`config.mk`:
```
export PLATFORM = sky130hd
export DESIGN_NAME = pin_irq_ctrl
export DESIGN_NICKNAME = d
export VERILOG_FILES = /design/src/rtl/pin_irq_pkg.sv /design/src/rtl/pin_sync.sv /design/src/rtl/pin_chan_det.sv /design/src/rtl/pin_flag_reg.sv /design/src/rtl/pin_irq_ctrl.sv
export SDC_FILE = /design/constraint.sdc
export NUM_CORES = 1
export LEC_CHECK = 0
export ABC_AREA = 1
export BUFFER_PORTS_ARGS = -buffer_cell sky130_fd_sc_hd__buf_2
export CORE_AREA = 2 2 104 106
export CTS_CLUSTER_SIZE = 28
export DETAILED_ROUTE_END_ITERATION = 12
export DIE_AREA = 0 0 106 108
export PLACE_DENSITY = 0.72
export SLEW_MARGIN = 10
export SYNTH_ARGS = -nofsm -noshare
export SYNTH_HDL_FRONTEND = slang
export SYNTH_SLANG_ARGS = --single-unit
```
`constraint.sdc`:
```
create_clock -name clk -period 2.07 [get_ports clk]
set_input_delay 0.5175 -clock clk [delete_from_list [all_inputs] [get_ports clk]]
set_output_delay 0.5175 -clock clk [all_outputs]
set_load 0.02 [all_outputs]
```
`src/rtl/pin_irq_pkg.sv`:
```
package pin_irq_pkg;
    localparam int NUM_CH   = 8;
    localparam int NUM_PORT = 6;
    localparam int SEL_W    = 3;
    localparam int RSV_CH   = 7;
    localparam int RSV_LO   = 3;
    localparam int RSV_HI   = 4;

    typedef struct packed {
        logic level;   // 1: level sense, 0: edge sense
        logic hi_en;   // high level / rising edge
        logic lo_en;   // low level / falling edge
    } ch_cfg_t;

    function automatic logic sel_ok(input int ch, input logic [SEL_W-1:0] sel);
        if (int'(sel) >= NUM_PORT) return 1'b0;
        if (ch == RSV_CH && int'(sel) >= RSV_LO && int'(sel) <= RSV_HI) return 1'b0;
        return 1'b1;
    endfunction
endpackage

```
`src/rtl/pin_sync.sv`:
```
module pin_sync #(
    parameter int W = 48
) (
    input  logic         clk,
    input  logic         rst,
    input  logic [W-1:0] d,
    output logic [W-1:0] q
);
    logic [W-1:0] meta_q;

    always_ff @(posedge clk) begin
        if (rst) begin
            meta_q <= '0;
            q      <= '0;
        end else begin
            meta_q <= d;
            q      <= meta_q;
        end
    end
endmodule

```
`src/rtl/pin_chan_det.sv`:
```
module pin_chan_det
    import pin_irq_pkg::*;
(
    input  logic    clk,
    input  logic    rst,
    input  ch_cfg_t cfg,
    input  logic    cfg_chg,
    input  logic    valid,
    input  logic    cur_i,
    input  logic    raw_i,
    output logic    hit_o,
    output logic    wake_o
);
    logic prev_q;
    logic rise, fall, lvl_hit, edge_hit;

    always_ff @(posedge clk) begin
        if (rst) prev_q <= 1'b0;
        else     prev_q <= cur_i;   // always reloaded, so a config change leaves no stale sample
    end

    always_comb begin
        rise     = cur_i & ~prev_q;
        fall     = ~cur_i & prev_q;
        lvl_hit  = (cfg.hi_en & cur_i) | (cfg.lo_en & ~cur_i);
        edge_hit = ~cfg_chg & ((cfg.hi_en & rise) | (cfg.lo_en & fall));
        hit_o    = valid & (cfg.level ? lvl_hit : edge_hit);
        wake_o   = valid & cfg.level & ((cfg.hi_en & raw_i) | (cfg.lo_en & ~raw_i));
    end

    assert_edge_needs_change_R4: assert property (@(posedge clk) disable iff (rst)
        (!cfg.level && hit_o) |-> (cur_i != $past(cur_i)));
endmodule

```
`src/rtl/pin_flag_reg.sv`:
```
module pin_flag_reg #(
    parameter int N = 8
) (
    input  logic         clk,
    input  logic         rst,
    input  logic [N-1:0] set_i,
    input  logic         wr_en,
    input  logic [N-1:0] wr_data,
    output logic [N-1:0] flag_q
);
    logic [N-1:0] keep_mask;

    assign keep_mask = wr_en ? wr_data : {N{1'b1}};

    always_ff @(posedge clk) begin
        if (rst) flag_q <= '0;
        else     flag_q <= (flag_q & keep_mask) | set_i;
    end

    assert_clear_by_sw_R7: assert property (@(posedge clk) disable iff (rst)
        1'b1 |=> (($past(flag_q) & ~flag_q &
                   ($past(wr_en) ? $past(wr_data) : {N{1'b1}})) == '0));
endmodule

```
`src/rtl/pin_irq_ctrl.sv`:
```
module pin_irq_ctrl
    import pin_irq_pkg::*;
#(
    parameter int NCH   = NUM_CH,
    parameter int NPORT = NUM_PORT
) (
    input  logic                  clk,
    input  logic                  rst,
    input  logic [NPORT*NCH-1:0]  port_in,
    input  logic [SEL_W-1:0]      port_sel,
    input  logic [NCH-1:0]        chan_level,
    input  logic [NCH-1:0]        chan_pos_en,
    input  logic [NCH-1:0]        chan_neg_en,
    input  logic                  flag_wr,
    input  logic [NCH-1:0]        flag_wdata,
    output logic [NCH-1:0]        flag_q,
    output logic                  irq,
    output logic                  wake
);
    localparam int PW = NPORT * NCH;

    logic [PW-1:0]    sync_q;
    logic [NCH-1:0]   cur, raw, valid, hit, lvl_wake;
    logic [SEL_W-1:0] sel_q;
    logic [NCH-1:0]   level_q;
    logic             sel_chg;

    pin_sync #(.W(PW)) u_sync (
        .clk (clk),
        .rst (rst),
        .d   (port_in),
        .q   (sync_q)
    );

    always_ff @(posedge clk) begin
        if (rst) begin
            sel_q   <= '0;
            level_q <= '0;
        end else begin
            sel_q   <= port_sel;
            level_q <= chan_level;
        end
    end

    assign sel_chg = (sel_q != port_sel);

    always_comb begin
        cur = '0;
        raw = '0;
        for (int p = 0; p < NPORT; p++) begin
            if (int'(port_sel) == p) begin
                cur = sync_q[p*NCH +: NCH];
                raw = port_in[p*NCH +: NCH];
            end
        end
    end

    for (genvar n = 0; n < NCH; n++) begin : g_ch
        ch_cfg_t cfg;
        assign cfg      = '{level: chan_level[n], hi_en: chan_pos_en[n], lo_en: chan_neg_en[n]};
        assign valid[n] = sel_ok(n, port_sel);

        pin_chan_det u_det (
            .clk     (clk),
            .rst     (rst),
            .cfg     (cfg),
            .cfg_chg (sel_chg | (level_q[n] != chan_level[n])),
            .valid   (valid[n]),
            .cur_i   (cur[n]),
            .raw_i   (raw[n]),
            .hit_o   (hit[n]),
            .wake_o  (lvl_wake[n])
        );
    end

    pin_flag_reg #(.N(NCH)) u_flags (
        .clk     (clk),
        .rst     (rst),
        .set_i   (hit),
        .wr_en   (flag_wr),
        .wr_data (flag_wdata),
        .flag_q  (flag_q)
    );

    assign irq  = |flag_q;
    assign wake = irq | (|lvl_wake);

    if (NCH > RSV_CH) begin : g_rsv_chk
        assert_reserved_ch7_R3: assert property (@(posedge clk) disable iff (rst)
            ((int'(port_sel) >= RSV_LO && int'(port_sel) <= RSV_HI) && !flag_q[RSV_CH])
            |=> !flag_q[RSV_CH]);
    end

    assert_set_wins_R8: assert property (@(posedge clk) disable iff (rst)
        1'b1 |=> (($past(hit) & ~flag_q) == '0));

    assert_set_needs_hit_R7: assert property (@(posedge clk) disable iff (rst)
        1'b1 |=> ((flag_q & ~$past(flag_q) & ~$past(hit)) == '0));
endmodule

```
==> out/metrics.csv, run 1 <==
stage;metric;value;unit
clock_tree;clk buf depth;2;
power;P per Cell Area;935.8;nW/um^2
timing;final hold vios;0;
clock_tree;CTS Sinks;123;
timing;Worst Skew;0.008937;ns
global_routing;initial antenna violation count;0;
clock_tree;H-tree levels;4;
synthesis;Synth top area share;0.5004;
synthesis;syn nets;777;
global_routing;vias in the first global route;4835;
synthesis;async set-reset flop share out of synthesis;0;
final_layout;ANT cells;0;
global_routing;first-pass GRT wire length;21.67;mm
run;Max Cap Violations;0;
timing;Tcrit/Tclk final;1.127;
placed_design;placer congestion estimate;0.9198;
critical_path;reg-to-reg endpoint;u_flags.flag_q[7];
floorplan;Core Box Area;10230;sq um
synthesis;sequential fraction of the synthesis area;0.5004;
timing;RSZ-0062 raised after global routing;true;
route;routed vias;4754;
route;Post-Route M1 WL;5.218;mm
critical_path;CP Capture Type;output pin;
hold_path;Hold Path Class;in2reg;
critical_path;CP delay by family, top;simple AND/OR/NAND/NOR gates;
timing;crit path time final;2.332;ns
critical_path;crit-path max cell delay;0.21;ns
critical_path;Slowest-stage cell, CP;nor2_4;
hold_path;Hold Startpoint;port_in[19];
global_routing;total track usage;0.2463;
synthesis;commonest cells in the netlist;152 x nor2_1, 150 x inv_1, 123 x dfxtp_1, 109 x nand2_1, 56 x nand3_1;
critical_path;r2r startpoint;sel_q[2];
clock_tree;clock latency on the worst-skew pair;0.53;ns
route;DR vias/cell;4.886;
synthesis;Top FF cell, synth;dfxtp_1;
critical_path;Worst Path Required;1.55;ns
synthesis;most common cell in the netlist;nor2_1;
timing;max_slew headroom;0.7704;
route;routed wl met3;724;microns
power;Pleak;3.466;nW
placed_design;number of buffers added on ports;95;
timing;Setup Viol. Count Final;2;
critical_path;setup slack, reg-to-reg;0.74;ns
outcome;outcome;finished, violations left;
critical_path;CP bufs+invs;3;
synthesis;synthesized area;4921;sq um
synthesis;ranking of synthesized cells by area;dfxtp_1 50%, nor2_1 12%, inv_1 11%;
final_layout;share of cells above drive strength 1;0.2784;
synthesis;Syn Inst Count;691;
route;Iteration-0 DRC Markers;214;
final_layout;Post-layout nets;910;
clock_tree;Worst-path clk slew;0.06;ns
timing;Final Max Slew Viols;0;
synthesis;#FFs+latches synth;123;
critical_path;crit path launch;port_sel[1];
final_layout;post-route cell area;6798;sq um
global_routing;pin count of the biggest net entering global routing;56;
route;final WL;13.91;mm
power;Peak VDD IR;0.0005439;V
placed_design;HPWL Detailed;9.197;mm
route;DR DRC count;0;
timing;Fin Hold WS;0.2151;ns
timing;final worst slack;-0.2622;ns
floorplan;Ports;96;
placed_design;Cell Area, Placed;5788;sq um
placed_design;Placed Instances;933;
critical_path;CP startpoint kind;input pin;
hold_path;Hold EP;u_sync.meta_q[19];
critical_path;Setup CP Type;in2out;
clock_tree;CTS tree;yes;
synthesis;Post-synth EDFFs;0;
critical_path;CP max FO;7;
floorplan;initial core utilization;0.4810;
route;WL/cell;14.30;microns
clock_tree;Hold Buf Count CTS;0;
timing;Fmax achieved;428.8;MHz
route;highest metal used;met4;
critical_path;FF-to-FF path depth;7;
critical_path;Critical Path, Cell by Cell;buf_12, inv_4, nand2_4, nor2_4, nand2_1, nand3_2, nor2_1, nand3_1, nand2_1, nand3_2, nand2_2, nor2_2, nand2_2, buf_6;
clock_tree;Clock Tree Root;clkbuf_8;
floorplan;die area;11450;sq um
critical_path;arrival time worst endpoint;1.81;ns
timing;setup tns final;-0.2865;ns
route;metal2 WL;7.220;mm
final_layout;Post-Layout Cell Count;973;
synthesis;Distinct cells, synth;26;
floorplan;die height;108;microns
final_layout;Area Overhead vs Synth;38.14;%
floorplan;Rows;37;
floorplan;Die Width;106;microns
power;Design Power;6.361;mW
hold_path;hold path depth;3;
synthesis;Synth Warn #;0;
synthesis;most area-hungry cell type in the Yosys netlist;dfxtp_1;
timing;Worst Tran Pin Value;0.3443;ns
global_routing;GR Overflow Total;0;
route;post-route ant nets;0;
route;DRT Pass-1 Iters;7;
synthesis;mean area per synthesized cell;7.122;sq um
outcome;failing checks;negative setup slack;
final_layout;Fill cells;804;
clock_tree;total CTS buffers;17;
## flip-flops by register name (all words and copies together) (netlist names)
register / flops
u_flags.flag_q: 8
sel_q: 3
u_sync.q: 48
g_ch.u_det.prev_q: 8
u_sync.meta_q: 48
level_q: 8
## worst reg2reg max path, delay by kind of cell (launching register included)
family	cells	cell delay (ns)
compound gates	2	0.27
simple gates	3	0.37
flops	1	0.31
xor+xnor	1	0.16
buf+inv	1	0.15
## cell families (layout without fill, tap and decap cells)
kind of cell / count (synthesis) / after routing / synth area share
buf+inv: 174 / 320 / 0.1396
xor+xnor: 3 / 3 / 0.005340
simple gates: 341 / 341 / 0.2975
flops: 123 / 123 / 0.5004
compound gates: 50 / 50 / 0.05721
## cells in the final DEF (no fill, tap or decap), types with 2 or more instances in the layout
| cell type | n |
|---|---|
| a21oi_1 | 19 |
| a21oi_2 | 8 |
| buf_12 | 11 |
| buf_2 | 89 |
| buf_4 | 30 |
| buf_6 | 6 |
| bufinv_16 | 4 |
| clkbuf_16 | 16 |
| clkbuf_8 | 3 |
| clkinv_4 | 4 |
| clkinvlp_4 | 3 |
| dfxtp_1 | 121 |
| dfxtp_2 | 2 |
| inv_1 | 149 |
| nand2_1 | 103 |
| nand2_2 | 6 |
| nand3_1 | 31 |
| nand3_2 | 23 |
| nand3_4 | 3 |
| nand4_1 | 12 |
| nor2_1 | 142 |
| nor2_2 | 7 |
| nor2_4 | 7 |
| nor3_4 | 3 |
| o21ai_0 | 15 |
| o21ai_1 | 7 |
| xor2_1 | 3 |
## timing repair
action,CTS,global route
resized for setup,45,30
hold endpoints to repair,0,0
buffers inserted,4,4
setup endpoints to repair,2,2
pin swaps,17,25
## worst max path at each step
stage            to  slack [ns]  cells past startpoint
2_1_floorplan  wake       -0.05                     11
5_1_grt        wake       -0.35                     14
3_3_place_gp   wake       -0.39                     12
3_5_place_dp   wake       -0.43                     12
6_report       wake       -0.26                     14
4_1_cts        wake       -0.23                     14
## stage by stage
stage	worst slack, ns	util
after floorplan	-0.04509	-
after global placement	-0.3938	0.5657
after detailed placement	-0.4310	0.5657
after CTS	-0.2337	0.6490
after global routing	-0.3525	0.6644
final	-0.2622	0.6644
## metal layers
metal / GRT usage / up-vias
li1: - / 2334
met1: 0.2514 / 2181
met2: 0.4488 / 172
met3: 0.06329 / 67
met4: 0.1579 / 0
met5: 0 / -
## final cells by class
type                    count  area [sq um]  share of cell area
clock buffers              19         441.7             0.06497
clock inverters            13         191.4             0.02816
inverters                 152         580.6             0.08540
multi-input cells         394          1991              0.2928
flip-flops and latches    123          2465              0.3626
well taps                 136         170.2             0.02503
repair buffers            136         958.4              0.1410
## power by group
part           total (mW)  internal (mW)  switching [mW]
sequential           2.52           2.48          0.0383
clock                3.12           2.03            1.10
combinational       0.716          0.303           0.413
total                6.36           4.81            1.55
Note: power is estimated with default switching activity, not from simulation.
==> inputs of run 2 (changes only) <==
Settings changed: REMOVE_ABC_BUFFERS from default to 1.
==> run 2 against run 1 <==
Net effect: the flow still finishes with violations (negative setup slack); worst hold slack worse by 0.0096 ns; setup slack worse by 0.042 ns; utilization up 0.13 points; largest power group unchanged; combinational power down 2%; die area unchanged; register-to-register slack better by 0.04 ns; first-iteration DRC count up 76%.
==> out/metrics.csv, run 2 (synthesized netlist as in run 1, its figures left out) <==
stage;metric;value;unit;change
global_routing;met2 usage;0.4189;;-0.02995
power;Peak VDD IR;0.0004474;V;-18%
critical_path;CP startpoint kind;input pin;;
clock_tree;total CTS buffers;17;;unchanged
global_routing;Global Route met1 Usage;0.2835;;+0.03208
critical_path;arrival time worst endpoint;1.86;ns;+0.05 ns
global_routing;GRT Max-Usage Layer;met2;;
critical_path;Slowest-stage cell, CP;buf_6;;
floorplan;initial core utilization;0.4810;;unchanged
global_routing;pin count of the biggest net entering global routing;36;;-36%
hold_path;Hold Path Class;in2reg;;
outcome;failing checks;negative setup slack;;
timing;Worst Tran Pin Value;0.3931;ns;+0.04875 ns
timing;Fmax achieved;421.2;MHz;-1.8%
clock_tree;Hold Buf Count CTS;0;;unchanged
floorplan;Die Width;106;microns;unchanged
timing;Tcrit/Tclk final;1.147;;+0.02028
final_layout;ANT cells;0;;unchanged
final_layout;share of cells above drive strength 1;0.2844;;+0.006007
floorplan;Ports;96;;unchanged
floorplan;Rows;37;;unchanged
placed_design;number of buffers added on ports;95;;unchanged
hold_path;hold path depth;3;;unchanged
final_layout;Area Overhead vs Synth;38.42;%;
power;Pleak;3.515;nW;+1.4%
floorplan;Core Box Area;10230;sq um;unchanged
final_layout;Top Registers;u_sync.meta_q x48, u_sync.q x48;;
placed_design;HPWL Detailed;9.387;mm;+2.1%
route;Iteration-0 DRC Markers;377;;+76%
timing;crit path time final;2.374;ns;+0.04198 ns
final_layout;commonest non-fill, non-tap cell in the layout;inv_1;;
clock_tree;clock latency on the worst-skew pair;0.53;ns;about the same
power;Clock power frac;0.475;;-0.016
power;Design Power;6.144;mW;-3.4%
power;sw power;1.495;mW;-3.5%
critical_path;CP max FO;8;;+1
clock_tree;CTS Sinks;123;;unchanged
clock_tree;Worst-path clk slew;0.06;ns;about the same
timing;max_slew headroom;0.7377;;-0.03279
route;WL/cell;13.17;microns;-7.9%
final_layout;Fill cells;839;;+4.4%
critical_path;Setup CP Type;in2out;;
global_routing;GR Overflow Total;0;;unchanged
power;P per Cell Area;901.9;nW/um^2;-3.6%
floorplan;die height;108;microns;unchanged
critical_path;FF-to-FF path depth;7;;unchanged
global_routing;total track usage;0.2426;;-0.003767
clock_tree;clk buf depth;2;;unchanged
global_routing;vias in the first global route;4629;;-4.3%
power;Combinational Power Share;0.115;;+0.002
global_routing;initial antenna violation count;0;;unchanged
global_routing;met3 usage;0.06269;;-0.0006028
timing;final worst slack;-0.3042;ns;-0.04198 ns
route;DR vias/cell;4.746;;-2.9%
critical_path;CP Capture Type;output pin;;
placed_design;placer congestion estimate;0.9934;;+8.0%
route;DRT Pass-1 Iters;5;;-2
placed_design;worst slack, placed;-0.4363;ns;-0.005310 ns
critical_path;Critical Path, Cell by Cell;buf_8, inv_8, nand2_4, buf_4, nor2_4, buf_6, nand2_1, nand3_1, nand2_1, nand3_1, nand2_1, nor2_1, nand2_1, buf_6;;
critical_path;most used cell, CP;nand2_1;;
timing;final hold vios;0;;unchanged
final_layout;most frequent cells in the layout;150 x inv_1, 144 x nor2_1, 123 x dfxtp_1;;
power;internal power;4.649;mW;-3.4%
critical_path;crit-path max cell delay;0.15;ns;-0.06 ns
clock_tree;Clock Tree Root;clkbuf_8;;
route;post-route ant nets;0;;unchanged
power;Sw Ratio;0.2433;;-0.0002447
route;final WL;13.09;mm;-5.9%
outcome;outcome;finished, violations left;;
timing;Worst Skew;0.01157;ns;+0.002630 ns
timing;Setup Viol. Count Final;2;;unchanged
critical_path;Worst Path Required;1.55;ns;about the same
route;routed vias;4718;;-0.76%
final_layout;Post-layout nets;931;;+2.3%
clock_tree;CTS tree;yes;;
timing;RSZ-0062 raised after global routing;true;;
clock_tree;H-tree levels;4;;unchanged
timing;Final Max Slew Viols;0;;unchanged
global_routing;first-pass GRT wire length;21.27;mm;-1.8%
run;Max Cap Violations;0;;unchanged
floorplan;die area;11450;sq um;unchanged
route;DR DRC count;0;;unchanged
power;sequential power share;0.410;;+0.014
[run 2: cell count changes in the layout (fill, tap and decap cells not counted), sizes merged]
cell | previous run | this run
buf | 136 | 157
clkbuf | 19 | 21
bufinv | 4 | 3
inv | 153 | 152
[run 2: worst paths after layout]
check	from	end	slack [ns]
worst max register to register	sel_q[2]	u_flags.flag_q[0]	0.78
worst min-delay path	port_in[26]	u_sync.meta_q[26]	0.21
worst min register to register	u_sync.meta_q[8]	u_sync.q[8]	0.39
worst max-delay path	port_sel[1]	wake	-0.30
[run 2: power groups by stage]
stage,clock (mW),sequential [mW],combinational (mW)
floorplan,0,2.57,0.282
global placement,0,2.56,0.611
detailed placement,0,2.57,0.626
CTS,2.96,2.52,0.668
global route,3.08,2.53,0.780
finish,2.92,2.52,0.704
[run 2: layer usage]
metal	part of all wire	up-vias	wire length, microns
li1	-	2369	-
met1	0.41	2148	5367
met2	0.50	171	6562
met3	0.063	30	830
met4	0.025	0	328
met5	0	-	0
[run 2: through the flow]
| stage | utilization | instances | setup TNS, ns | instance area [sq um] | hold slack [ns] |
|---|---|---|---|---|---|
| CTS | 0.6510 | 987 | -0.3084 | 6660 | 0.1890 |
| detailed placement | 0.5760 | 950 | -0.6270 | 5893 | 0.3953 |
| floorplan | - | 669 | -0.03503 | 4807 | 0.3883 |
| global route | 0.6658 | 994 | -0.5327 | 6812 | 0.2043 |
| finish | 0.6658 | 994 | -0.3555 | 6812 | 0.2055 |
| global placement | 0.5760 | 950 | -0.3951 | 5893 | 0.3896 |
[run 2: worst max-delay path: cells and delay by family]
family	cells	cell delay, ns
AND/OR/NAND/NOR	9	0.71
buffers and inverters	5	0.62
[run 2: cell type report]
class / count / area [sq um] / share of cell area
Sequential cell: 123 / 2462 / 0.3615
Multi-Input combinational cell: 394 / 1926 / 0.2827
Timing Repair Buffer: 157 / 1086 / 0.1594
Inverter: 152 / 583.1 / 0.08560
Clock buffer: 21 / 439.2 / 0.06447
Tap cell: 136 / 170.2 / 0.02498
Clock inverter: 11 / 145.1 / 0.02131
[run 2: timing repair]
item / CTS / global route
cloned: 0 / 0
gates resized for setup: 41 / 23
setup buffers: 5 / 8
pin swaps: 17 / 15
setup endpoints to repair: 2 / 2
